**src/rtl/bridge_claim.sv**
```systemverilog
module bridge_claim #(
  parameter int ADDR_W = 32
) (
  input  logic              clk,
  input  logic              rst_n,
  input  logic              frame_n,
  input  logic              irdy_n,
  input  logic              other_devsel_n,
  input  logic              far_done,
  input  logic [1:0]        init_port,
  input  logic [2:0]        hit,
  input  logic [3:0]        cmd,
  input  logic [ADDR_W-1:0] addr,
  input  logic [1:0]        speed,
  output logic              devsel_n,
  output logic              trdy_n,
  output logic              stop_n,
  output logic              drv_en,
  output logic              fwd_valid,
  output logic [1:0]        fwd_port,
  output logic [3:0]        fwd_cmd,
  output logic [ADDR_W-1:0] fwd_addr
);

  typedef enum logic [2:0] {S_IDLE, S_DEC, S_XFER, S_RETRY, S_TURN, S_IGN} st_t;

  st_t              st;
  logic             frame_q;
  logic [1:0]       cnt;
  logic             cyc_pri;
  logic [1:0]       cyc_tgt;
  logic [3:0]       cyc_cmd;
  logic [ADDR_W-1:0] cyc_addr;
  logic             pend_valid;
  logic             pend_done;
  logic [3:0]       pend_cmd;
  logic [ADDR_W-1:0] pend_addr;

  logic [1:0] tgt_in;
  logic       tgt_ok;
  logic       start;
  logic [1:0] spd_lim;
  logic       postable;
  logic       match;

  assign tgt_in   = hit[0] ? 2'd0 : (hit[1] ? 2'd1 : 2'd2);
  assign tgt_ok   = (|hit) && (init_port != 2'd3) && (tgt_in != init_port);
  assign start    = (st == S_IDLE) && frame_q && !frame_n;
  assign spd_lim  = (speed == 2'd3) ? 2'd2 : speed;
  assign postable = (cyc_cmd[2:0] == 3'b111);
  assign match    = pend_valid && (pend_cmd == cyc_cmd) && (pend_addr == cyc_addr);

  assign devsel_n = !((st == S_XFER) || (st == S_RETRY));
  assign trdy_n   = !(st == S_XFER);
  assign stop_n   = !(st == S_RETRY);
  assign drv_en   = (st == S_XFER) || (st == S_RETRY) || (st == S_TURN);
  assign fwd_port = cyc_tgt;
  assign fwd_cmd  = cyc_cmd;
  assign fwd_addr = cyc_addr;

  always_ff @(posedge clk or negedge rst_n) begin
    if (!rst_n) begin
      st         <= S_IDLE;
      frame_q    <= 1'b1;
      cnt        <= '0;
      cyc_pri    <= 1'b0;
      cyc_tgt    <= '0;
      cyc_cmd    <= '0;
      cyc_addr   <= '0;
      pend_valid <= 1'b0;
      pend_done  <= 1'b0;
      pend_cmd   <= '0;
      pend_addr  <= '0;
      fwd_valid  <= 1'b0;
    end else begin
      frame_q   <= frame_n;
      fwd_valid <= 1'b0;
      if (far_done && pend_valid) pend_done <= 1'b1;
      case (st)
        S_IDLE: if (start) begin
          cyc_pri  <= (init_port == 2'd0);
          cyc_tgt  <= tgt_in;
          cyc_cmd  <= cmd;
          cyc_addr <= addr;
          cnt      <= '0;
          st       <= tgt_ok ? S_DEC : S_IGN;
        end
        S_DEC: begin
          if (cyc_pri && !other_devsel_n) begin
            st <= S_IGN;
          end else if (cnt == spd_lim) begin
            if (postable) begin
              fwd_valid <= 1'b1;
              st        <= S_XFER;
            end else if (!pend_valid) begin
              pend_valid <= 1'b1;
              pend_done  <= 1'b0;
              pend_cmd   <= cyc_cmd;
              pend_addr  <= cyc_addr;
              fwd_valid  <= 1'b1;
              st         <= S_RETRY;
            end else if (match && pend_done) begin
              pend_valid <= 1'b0;
              pend_done  <= 1'b0;
              st         <= S_XFER;
            end else begin
              st <= S_RETRY;
            end
          end else begin
            cnt <= cnt + 2'd1;
          end
        end
        S_XFER:  if (frame_n && !irdy_n) st <= S_TURN;
        S_RETRY: if (frame_n) st <= S_TURN;
        S_TURN:  st <= S_IDLE;
        S_IGN:   if (frame_n) st <= S_IDLE;
        default: st <= S_IDLE;
      endcase
    end
  end

endmodule

```
**config.mk**
```make
export PLATFORM = sky130hd
export DESIGN_NAME = bridge_claim
export DESIGN_NICKNAME = d
export VERILOG_FILES = /design/src/rtl/bridge_claim.sv
export SDC_FILE = /design/constraint.sdc
export NUM_CORES = 1
export LEC_CHECK = 0
export ABC_AREA = 1
export BUFFER_PORTS_ARGS = -buffer_cell sky130_fd_sc_hd__buf_2
export CAP_MARGIN = 5
export CORE_ASPECT_RATIO = 1.75
export CORE_UTILIZATION = 45
export CTS_CLUSTER_SIZE = 25
export DETAILED_ROUTE_END_ITERATION = 8
export PLACE_DENSITY = 0.71
export SLEW_MARGIN = 40
export SYNTH_ARGS = -nofsm -noshare
export SYNTH_HDL_FRONTEND = slang
export SYNTH_SLANG_ARGS = --single-unit
```
**constraint.sdc**
```tcl
create_clock -name clk -period 1.5 [get_ports clk]
set_input_delay 0.075 -clock clk [delete_from_list [all_inputs] [get_ports clk]]
set_output_delay 0.075 -clock clk [all_outputs]
set_load 0.01 [all_outputs]
```
==> reports/qor.txt <==
commonest non-fill, non-tap cell in the layout - nand2_1
Syn-to-layout area delta - 43.0%
critical path type - reg -> reg
Post-synth top flop - dfrtp_1
I/O pin cnt - 92
Synth cell types - 28
DR pass1 iterations - 4
chip width - 73.5 um
status - finished, violations left
unrepaired setup endpoints after global routing - true
WHS Endpoint - fwd_addr[10]
Root Driver - clkbuf_16
DRC - 0
clock sinks - 84
fraction of layout cells with a size suffix above 1 - 30.3%
Final ANT Viol Nets - 0
Final period util - 103%
core box area - 8670 um2
Syn Nets - 548
fmax - 0.646 GHz
fin cells - 793
I/O Buffers - 91
post-layout min period - 1.55 ns
P_leak - 0.00298 uW
Post-DP HPWL - 6760 um
FF-to-FF path depth - 9
DR vias - 3732
crit path capture type - register
synthesized area per cell - 8.06 um2
Routed WL - 10300 um
max-cap viol count - 0
reg-to-reg endpoint - pend_addr[16]
cts bufs inserted - 9
sequential area share after synthesis - 52.3%
diodes inserted - 0
Clock Pin Slew Worst Setup and Hold Paths - 0.06 ns
Mapped Area - 4020 um2
hold slack - -0.00176 ns
Starting Density - 46.4%
slew of the pin with the lowest slew margin - 0.448 ns
vias in the first global route - 3768
CP Max Fanout - 6
Req. time, crit path - 1.76 ns
Placement Cell Area - 4780 um2
failing checks - hold timing, setup timing
GRT overflow - 0
Power, Total - 9340 uW
initial antenna violation count - 0
Die Y - 127 um
Critical Path AT - 1.81 ns
async set or reset register ratio after synthesis - 100%
Core Util, Final - 66.3%
iteration-0 DRC count of the detailed router - 152
# setup viols final - 15
FF+latch count, synth - 84
GRT Util Overall - 22.5%
P per Cell Area - 1630 nW/um2
FP Rows - 45
Final Max Tran Viols - 0
CTS tree - yes
Placer Congestion - 0.840
flop-to-flop setup slack - -0.05 ns
post-route setup slack - -0.0472 ns
Hold WC Path Type - in -> reg
H-tree Lvls - 3
die area - 9330 um2
final-stage net count - 723
Post-Synthesis Cells - 499
Slew HR - 69.7%
Via density - 4.71
Post-synth EDFFs - 0
Critical Path Start Type - register
largest net degree at the start of global routing - 37
Final Hold Fails - 1
leading cell types in the layout, fill and taps excluded - nand2_1 (161), buf_2 (90), dfrtp_1 (81), inv_1 (71), o21ai_0 (43)
final instance area - 5750 um2
cell count of the worst hold path - 3
wire length per cell - 12.9 um
first-pass GRT wire length - 16000 um
peak supply drop - 1.19 mV
Ys Warns - 0
Placed Cells - 724
clock skew - 0.00699 ns
Hold Startpoint - addr[10]
clock buffer depth - 2
Filler Cell Count - 733
Worst-Skew Late Latency - 0.34 ns
reg2reg start - cnt[0]
[synthesized netlist by cell type, types with 2 or more instances]
| cell type | instances | area, um2 |
|---|---|---|
| o22ai_1 | 3 | 18.8 |
| nor2_4 | 2 | 22.5 |
| nor2_1 | 25 | 93.8 |
| dfrtp_1 | 83 | 2080 |
| xor2_1 | 7 | 61.3 |
| nand2_2 | 3 | 18.8 |
| nand2_1 | 169 | 634 |
| o21ai_2 | 10 | 87.6 |
| inv_1 | 79 | 297 |
| xnor2_1 | 8 | 70.1 |
| nand3_1 | 8 | 40.0 |
| buf_2 | 7 | 35.0 |
| inv_2 | 3 | 11.3 |
| nand3_2 | 2 | 20.0 |
| o21ai_0 | 50 | 250 |
| a21oi_1 | 5 | 25.0 |
| nor3_1 | 2 | 10.0 |
| buf_6 | 5 | 56.3 |
| o21ai_1 | 19 | 95.1 |
[sequential cells by signal, indices dropped and copies added (netlist names)]
signal	count
st	3
fwd_addr	32
cnt	2
cyc_pri	1
fwd_valid	1
pend_done	1
pend_cmd	4
pend_addr	32
pend_valid	1
fwd_cmd	4
frame_q	1
fwd_port	2
[worst max-delay path, stage by stage, from the launching register on]
cell,delay [ns]
dfrtp_1,0.35
inv_2,0.06
xor2_2,0.14
nor2_2,0.15
nand3_2,0.13
nor2_4,0.22
buf_12,0.16
clkbuf_16,0.15
nand2_2,0.04
o21ai_1,0.07
[how the worst max path moves through the flow]
stage               start             to  slack [ns]  depth (start not counted)
2_1_floorplan  fwd_cmd[1]  pend_addr[20]        0.10                          9
3_5_place_dp        st[1]      fwd_valid       -0.16                         10
4_1_cts             st[1]          st[2]       -0.02                         11
6_report           cnt[0]  pend_addr[16]       -0.05                          9
5_1_grt            cnt[0]  pend_addr[23]       -0.12                          9
3_3_place_gp        st[1]      fwd_valid       -0.09                         10
[cells by family after synthesis]
kind of cell	after synthesis	synth area share, %
and+or+nand+nor	214	21.4
buffers and inverters	97	10.7
AOI/OAI and AO/OA	89	12.3
DFF	84	52.3
xor gates and xnor gates	15	3.27
[per-layer routing]
metal	global-route usage, %	share of wire [%]
met2	41.0	55
met5	0	0
met4	11.4	2.8
met1	23.6	39
met3	4.34	3.1
[what timing repair did]
item                                    in CTS  in global routing
hold buffers                                37                  0
cloned                                       0                  3
buffers inserted                             2                 14
gates resized for setup                     13                 35
endpoints found under the setup margin      55                 70
hold endpoints to repair                    62                  0
pin swaps                                    0                 19
[stage by stage]
step                      setup TNS (ns)  setup slack, ns
after floorplan                        0            0.100
after global placement            -0.655          -0.0858
after detailed placement           -2.77           -0.163
after CTS                        -0.0238          -0.0191
after global routing               -3.30           -0.118
final                             -0.448          -0.0472
[report_power, final]
part           switching [uW]  internal (uW)  leakage, uW
logic                    2040           1770      0.00185
registers                 549           2850     0.000998
clock network             844           1300     0.000140
total                    3430           5920      0.00298
[cell type report]
class,instances,area (um2),share of cell area [%]
multi-input combinational,318,1570,27.3
clock inverter,3,40.0,0.696
sequential,84,2110,36.6
inverter,82,313,5.44
clock buffer,10,239,4.16
tap,117,146,2.55
timing repair buffer,179,1340,23.2
(Power assumes the default switching activity.)
